`config.mk`:
```
export PLATFORM = sky130hd
export DESIGN_NAME = sc_datapath
export DESIGN_NICKNAME = d
export VERILOG_FILES = /design/src/rtl/dp_pkg.sv /design/src/rtl/dp_sext.sv /design/src/rtl/dp_alu.sv /design/src/rtl/dp_regfile.sv /design/src/rtl/sc_datapath.sv
export SDC_FILE = /design/constraint.sdc
export NUM_CORES = 2
export LEC_CHECK = 0
export BUFFER_PORTS_ARGS = -buffer_cell sky130_fd_sc_hd__buf_4
export CAP_MARGIN = 0
export CORE_MARGIN = 1.5
export CORE_UTILIZATION = 30
export CTS_BUF_LIST = sky130_fd_sc_hd__clkbuf_4
export DETAILED_ROUTE_END_ITERATION = 7
export PLACE_DENSITY = 0.4
export SLEW_MARGIN = 5
export SYNTH_ARGS = -nofsm -noshare
export SYNTH_HDL_FRONTEND = slang
export SYNTH_SLANG_ARGS = --single-unit
```
`constraint.sdc`:
```
create_clock -name clk -period 26.4 [get_ports clk]
set_clock_uncertainty 0.1 [all_clocks]
set_input_delay 5.28 -clock clk [delete_from_list [all_inputs] [get_ports clk]]
set_output_delay 5.28 -clock clk [all_outputs]
set_load 0.005 [all_outputs]
```
`src/rtl/dp_pkg.sv`:
```
package dp_pkg;
   typedef enum logic [2:0] {
      ALU_AND = 3'b000,
      ALU_OR  = 3'b001,
      ALU_ADD = 3'b010,
      ALU_SUB = 3'b110,
      ALU_SLT = 3'b111
   } alu_op_e;
endpackage

```
`src/rtl/dp_sext.sv`:
```
module dp_sext #(
   parameter int IMM_W  = 16,
   parameter int DATA_W = 32
) (
   input  logic [IMM_W-1:0]  imm,
   output logic [DATA_W-1:0] ext
);
   localparam int PAD_W = DATA_W - IMM_W;

   if (PAD_W < 0) begin : g_bad_width
      $error("dp_sext: DATA_W must not be below IMM_W");
   end

   if (PAD_W == 0) begin : g_pass
      assign ext = imm;
   end else begin : g_pad
      assign ext = {{PAD_W{imm[IMM_W-1]}}, imm};
   end
endmodule

```
`src/rtl/dp_alu.sv`:
```
module dp_alu
   import dp_pkg::*;
#(
   parameter int DATA_W = 32
) (
   input  logic              clk,
   input  logic              rst_n,
   input  logic [DATA_W-1:0] opa,
   input  logic [DATA_W-1:0] opb,
   input  logic [2:0]        op,
   output logic [DATA_W-1:0] res,
   output logic              zero
);
   if (DATA_W < 2) begin : g_bad_width
      $error("dp_alu: DATA_W must be at least 2");
   end

   alu_op_e op_e;
   assign op_e = alu_op_e'(op);

   always_comb begin
      case (op_e)
         ALU_AND: res = opa & opb;
         ALU_OR:  res = opa | opb;
         ALU_ADD: res = opa + opb;
         ALU_SUB: res = opa - opb;
         ALU_SLT: res = {{(DATA_W-1){1'b0}}, ($signed(opa) < $signed(opb))};
         default: res = '0;
      endcase
   end

   assign zero = (res == '0);

   AST_SUB_ZERO_EQ: assert property (@(posedge clk) disable iff (!rst_n)
      (op == 3'b110) |-> (zero == (opa == opb)));
   AST_SLT_BOOL: assert property (@(posedge clk) disable iff (!rst_n)
      (op == 3'b111) |-> ($countones(res) <= 1 && res[DATA_W-1:1] == '0));
endmodule

```
`src/rtl/dp_regfile.sv`:
```
module dp_regfile #(
   parameter int DATA_W  = 32,
   parameter int REG_CNT = 32,
   parameter bit HARD_ZERO = 1'b1
) (
   input  logic                       clk,
   input  logic                       rst_n,
   input  logic [$clog2(REG_CNT)-1:0] ra_addr,
   output logic [DATA_W-1:0]          ra_data,
   input  logic [$clog2(REG_CNT)-1:0] rb_addr,
   output logic [DATA_W-1:0]          rb_data,
   input  logic                       wr_en,
   input  logic [$clog2(REG_CNT)-1:0] wr_addr,
   input  logic [DATA_W-1:0]          wr_data
);
   localparam int ADDR_W = $clog2(REG_CNT);

   if (REG_CNT < 2 || (1 << ADDR_W) != REG_CNT) begin : g_bad_depth
      $error("dp_regfile: REG_CNT must be a power of two, at least 2");
   end

   logic [REG_CNT*DATA_W-1:0] bank;

   for (genvar i = 0; i < REG_CNT; i++) begin : g_row
      if (i == 0 && HARD_ZERO) begin : g_zero
         assign bank[i*DATA_W +: DATA_W] = '0;
      end else begin : g_store
         logic [DATA_W-1:0] q;
         always_ff @(posedge clk or negedge rst_n) begin
            if (!rst_n)
               q <= '0;
            else if (wr_en && wr_addr == ADDR_W'(i))
               q <= wr_data;
         end
         assign bank[i*DATA_W +: DATA_W] = q;
      end
   end

   assign ra_data = bank[ra_addr*DATA_W +: DATA_W];
   assign rb_data = bank[rb_addr*DATA_W +: DATA_W];

   AST_ZERO_READ_A: assert property (@(posedge clk) disable iff (!rst_n)
      (ra_addr == '0 && HARD_ZERO) |-> (ra_data == '0));
   AST_ZERO_READ_B: assert property (@(posedge clk) disable iff (!rst_n)
      (rb_addr == '0 && HARD_ZERO) |-> (rb_data == '0));
   AST_WRITE_LANDS: assert property (@(posedge clk) disable iff (!rst_n)
      ($past(wr_en) && $past(wr_addr) != '0 && ra_addr == $past(wr_addr))
      |-> (ra_data == $past(wr_data)));
   AST_NO_WRITE_HOLD: assert property (@(posedge clk) disable iff (!rst_n)
      (!$past(wr_en) && ra_addr == $past(ra_addr)) |-> $stable(ra_data));
endmodule

```
`src/rtl/sc_datapath.sv`:
```
module sc_datapath
   import dp_pkg::*;
#(
   parameter int DATA_W  = 32,
   parameter int REG_CNT = 32,
   parameter int IMM_W   = 16
) (
   input  logic              clk,
   input  logic              rst_n,
   input  logic [31:0]       instr,
   input  logic              ctl_reg_we,
   input  logic              ctl_alu_imm,
   input  logic              ctl_wb_mem,
   input  logic              ctl_mem_we,
   input  logic [2:0]        ctl_alu_op,
   input  logic [DATA_W-1:0] mem_rdata,
   output logic [DATA_W-1:0] mem_addr,
   output logic [DATA_W-1:0] mem_wdata,
   output logic              mem_we,
   output logic [DATA_W-1:0] wb_data,
   output logic              alu_zero
);
   localparam int ADDR_W = $clog2(REG_CNT);
   localparam int FLD_W  = 5;
   localparam int RS_LSB = 21;
   localparam int RT_LSB = 16;
   localparam int RD_LSB = 11;

   if (ADDR_W > FLD_W) begin : g_bad_regs
      $error("sc_datapath: REG_CNT exceeds the register field range");
   end
   if (IMM_W > 16 || IMM_W > DATA_W) begin : g_bad_imm
      $error("sc_datapath: IMM_W must fit instr[15:0] and DATA_W");
   end

   logic [ADDR_W-1:0] rs_idx, rt_idx, rd_idx, dst_idx;
   logic [DATA_W-1:0] rs_val, rt_val, imm_ext, opb, alu_res;
   logic [5:0]        unused_opcode;

   assign unused_opcode = instr[31:26];
   assign rs_idx  = instr[RS_LSB +: ADDR_W];
   assign rt_idx  = instr[RT_LSB +: ADDR_W];
   assign rd_idx  = instr[RD_LSB +: ADDR_W];
   assign dst_idx = ctl_alu_imm ? rt_idx : rd_idx;

   dp_regfile #(.DATA_W(DATA_W), .REG_CNT(REG_CNT), .HARD_ZERO(1'b1)) u_rf (
      .clk     (clk),
      .rst_n   (rst_n),
      .ra_addr (rs_idx),
      .ra_data (rs_val),
      .rb_addr (rt_idx),
      .rb_data (rt_val),
      .wr_en   (ctl_reg_we),
      .wr_addr (dst_idx),
      .wr_data (wb_data)
   );

   dp_sext #(.IMM_W(IMM_W), .DATA_W(DATA_W)) u_sext (
      .imm (instr[IMM_W-1:0]),
      .ext (imm_ext)
   );

   assign opb = ctl_alu_imm ? imm_ext : rt_val;

   dp_alu #(.DATA_W(DATA_W)) u_alu (
      .clk   (clk),
      .rst_n (rst_n),
      .opa   (rs_val),
      .opb   (opb),
      .op    (ctl_alu_op),
      .res   (alu_res),
      .zero  (alu_zero)
   );

   assign mem_addr  = alu_res;
   assign mem_wdata = rt_val;
   assign mem_we    = ctl_mem_we;
   assign wb_data   = ctl_wb_mem ? mem_rdata : alu_res;

   AST_STORE_NO_REGWR: assert property (@(posedge clk) disable iff (!rst_n)
      ctl_mem_we |-> !ctl_reg_we);
   AST_LOAD_WB: assert property (@(posedge clk) disable iff (!rst_n)
      ctl_wb_mem |-> (wb_data == mem_rdata));
   AST_BYPASS_WB: assert property (@(posedge clk) disable iff (!rst_n)
      !ctl_wb_mem |-> (wb_data == mem_addr));
   AST_IMM_ADD: assert property (@(posedge clk) disable iff (!rst_n)
      (ctl_alu_imm && ctl_alu_op == 3'b010)
      |-> ($signed(mem_addr) == $signed(rs_val) + $signed(instr[IMM_W-1:0])));
endmodule

```
==> out/metrics.csv <==
stage,metric,value,unit
outcome,status,"finished, final reports clean",
sta,tightest_slew,1.17,ns
min_path,hold_end,u_rf.g_row[9].g_store.q[3]$_DFFE_PN0P_,
synthesis,synth_area,56500,sq um
min_path,hp-class,register to register,
worst_setup_path,critical_path_buf_inv_count,4,
clock_tree,ctsHoldBuffers,0,
power_and_ir_drop,switchingPower,0.00186,W
finish,largest_reg_flops,992,
sta,tns,0,ns
clock_tree,tritoncts,done,
power_and_ir_drop,power_leakage,28.3,nW
drt,routed_wl,228,mm
placed_design,place_area,60600,sq um
floorplan,die_w,437,um
worst_setup_path,rr_startpoint,u_rf.g_row[31].g_store.q[6]$_DFFE_PN0P_,
drt,route.detailed.drc,0,
power_and_ir_drop,power_density,81.2,nW/um^2
drt,num_vias,42867,
placed_design,dp_hpwl,139,mm
synthesis,synth_async_sr_flop_share,100,%
sta,slew_headroom,20.0,%
worst_setup_path,startpoint_type,primary input,
clock_tree,clock_latency,1.33,ns
worst_setup_path,r2r_cells,17,
power_and_ir_drop,switching_share,35.5,%
power_and_ir_drop,p_int,0.00337,W
finish,final_cell_area,64300,sq um
clock_tree,cts_setup_buffers,0,
sta,fin_crit_sh,72.2,%
drt,dr.pass1.iters,5,
clock_tree,cts_root_buf,clkbuf_4,
synthesis,synth_edf_count,0,
synthesis,avgSynthCellArea,10.9,sq um
worst_setup_path,r2r_end,u_rf.g_row[21].g_store.q[30]$_DFFE_PN0P_,
synthesis,synth_cells,5194,
floorplan,die_area,191000,sq um
global_route,antenna_found_initial,7,
min_path,min_path_cells,2,
finish,reg_top3,u_rf.g_row.g_store.q x992,
finish,area_growth,13.8,%
placed_design,portBuffers,162,
floorplan,num_io_pins,171,
worst_setup_path,worst-r2r-setup-slack,19.21,ns
min_path,hp-start,u_rf.g_row[9].g_store.q[3]$_DFFE_PN0P_,
sta,grt_setup_unrepaired,no,
drt,viasPerCell,5.36,
drt,detail-route-antenna-nets,0,
power_and_ir_drop,power_frac_comb,31.0,%
drt,drtIter0Drc,2916,
synthesis,synth_nets,5365,
power_and_ir_drop,clkPwrFrac,28.8,%
synthesis,synth.distinct_cells,77,
power_and_ir_drop,vdd.ir_drop.worst,0.0000343,V
drt,route.detailed.wl_per_inst,28.4,um
worst_setup_path,end_kind,output pin,
finish,fin_nets,5480,
finish,drive_gt1_share,27.0,%
global_route,grt_pass1_vias,43840,
clock_tree,clockBufferDepth,4,
global_route,grt_pass1_wl,327,mm
synthesis,synth_area_leader_cell,dfrtp_1,
floorplan,rows,159,
worst_setup_path,cp_slowest_cell,mux2i_1,
synthesis,yosysWarnings,0,
sta,hold_viol_final,0,
synthesis,synth_seq_cells,992,
global_route,grt_use_total,23.8,%
global_route,grt_max_degree,168,
worst_setup_path,cp_max_fo,76,
worst_setup_path,crit_arrival,13.68,ns
worst_setup_path,path_cells,buf_8 -> buf_12 -> buf_12 -> mux4_2 -> mux4_2 -> mux2i_1 -> o21a_1 -> ha_1 -> nand3_1 -> a2111oi_2 -> o211ai_1 -> and2_1 -> mux2i_1 -> xnor2_1 -> o22ai_1 -> or4_1 -> or4_1 -> or4b_1 -> nor3_2 -> buf_4,
flow_run,maxCapViolations,0,
synthesis,synth.top_cell.area_share,43.9,%
clock_tree,cts-buffers-inserted,310,
clock_tree,path_clk_slew,0.05,ns
worst_setup_path,criticalPathCategory,primary input to output pin,
sta,slew_violations,0,
worst_setup_path,max_stage_delay,0.92,ns
clock_tree,htree_levels,5,
placed_design,gp_congestion,0.914,
global_route,grt_overflow,0,
worst_setup_path,crit_family,simple AND/OR/NAND/NOR gates,
floorplan,die_h,437,um
floorplan,start_util,30.1,%
floorplan,core_area,187000,sq um
power_and_ir_drop,seq_power_share,40.2,%
clock_tree,cts.repair.resized,0,
finish,regMostFlops,u_rf.g_row.g_store.q,
synthesis,synth_area_leaders,"dfrtp_1 (44%), mux4_2 (23%), o21ai_0 (9.0%)",
sta,finalSetupViolCount,0,
sta,min_period,19.06,ns
synthesis,synth-seq-area-share,43.9,%
worst_setup_path,critPathRequiredTime,21.02,ns
synthesis,synth-main-ff-cell,dfrtp_1,
sta,fmax,52.5,MHz
clock_tree,cts_num_sinks,992,
## synthesized netlist by cell type (8+ instances only)
master	number
a21oi_1	66
nand3_1	14
o31ai_1	10
o211ai_1	11
xnor2_1	17
a31oi_1	15
o21ai_0	1013
nand2b_1	17
nor2_1	81
a21o_1	17
nor3_1	20
a22o_1	65
nand2_1	1094
dfrtp_1	992
buf_1	57
nor2b_1	15
o21ai_1	23
mux2i_1	94
a211oi_1	16
o22ai_1	22
ha_1	96
nand4_1	8
mux4_2	576
buf_2	12
mux2_2	86
o21a_1	34
clkbuf_1	421
inv_1	173
o21bai_1	8
## metal layers
metal,GRT usage [%],part of all wire [%],up-vias
met5,0,0.0075,-
met4,8.71,3.4,2
met3,3.59,4.5,341
met2,38.9,48,1164
met1,32.0,45,22099
li1,-,-,19261
## per-stage QoR
stage                     cells  hold slack [ns]  util [%]  setup WS, ns  power, W
after floorplan            5194            0.360         -          9.84   0.00310
after global placement     7492            0.373      32.3          7.25   0.00371
after detailed placement   7492            0.385      32.3          7.23   0.00374
after CTS                  7995            0.398      34.3          7.23   0.00529
after global routing       7997            0.418      34.3          6.92   0.00556
final                      8000            0.396      34.3          7.34   0.00522
## power by group through the flow
stage	logic (W)	registers, W	clock network [W]
6_report	0.00162	0.00210	0.00151
2_1_floorplan	0.00106	0.00204	0
3_5_place_dp	0.00163	0.00212	0
5_1_grt	0.00177	0.00214	0.00165
4_1_cts	0.00163	0.00209	0.00157
3_3_place_gp	0.00161	0.00210	0
## worst register-to-register path: stages (launching register included)
cell,delay [ns]
dfrtp_1,0.39
mux4_2,0.48
mux4_2,0.52
mux2i_1,0.93
o21a_1,0.25
ha_1,0.34
inv_1,0.18
nand2_1,0.12
a211oi_1,0.45
o211ai_1,0.28
a2111oi_0,1.01
a31oi_1,0.21
a211oi_1,0.41
xnor2_1,0.11
o22ai_1,0.63
mux2i_2,0.14
buf_4,0.28
o21ai_0,0.23
## logic make-up after synthesis
| logic type | count (synthesis) | synth area share, % |
|---|---|---|
| adders and majority gates | 98 | 2.20 |
| and+or+nand+nor | 1294 | 9.15 |
| muxes | 756 | 26.3 |
| buffers and inverters | 669 | 4.50 |
| AOI/OAI and AO/OA | 1366 | 13.6 |
| xor gates and xnor gates | 19 | 0.295 |
| DFF | 992 | 43.9 |
## final cells by class
class / instances / area (sq um)
antenna: 5 / 12.5
clock buffer: 433 / 3250
clock inverter: 70 / 372
fill: 19122 / 123000
inverter: 175 / 659
multi-input combinational: 3533 / 29700
sequential: 992 / 24800
tap: 2495 / 3120
timing repair buffer: 297 / 2320
## worst max-delay path by stage
| stage | start | depth (start not counted) | end | slack (ns) |
|---|---|---|---|---|
| after floorplan | instr[16] | 19 | alu_zero | 9.84 |
| after global placement | instr[16] | 20 | alu_zero | 7.25 |
| after detailed placement | instr[16] | 20 | alu_zero | 7.23 |
| after CTS | instr[16] | 20 | alu_zero | 7.23 |
| after global routing | instr[16] | 21 | wb_data[30] | 6.92 |
| final | instr[16] | 20 | alu_zero | 7.34 |
## cell usage in the layout, fill, tap and decap left out, types with 11 or more instances in the layout
cell type and count:
nand2_1 1067, o21ai_0 1012, dfrtp_1 992, mux4_2 576
clkbuf_4 433, buf_4 286, inv_1 173, ha_1 96
mux2_2 86, nor2_1 80, a21oi_1 66, a22o_1 65
mux2i_1 64, clkinv_1 61, o21a_1 34, nand2_4 27
mux2i_4 25, o21ai_1 23, o22ai_1 21, nor3_1 20
nand2b_1 17, a21o_1 17, xnor2_1 17, a211oi_1 16
a31oi_1 15, nor2b_1 14, nand3_1 14, o211ai_1 11
Note: power is estimated with default switching activity, not from simulation.
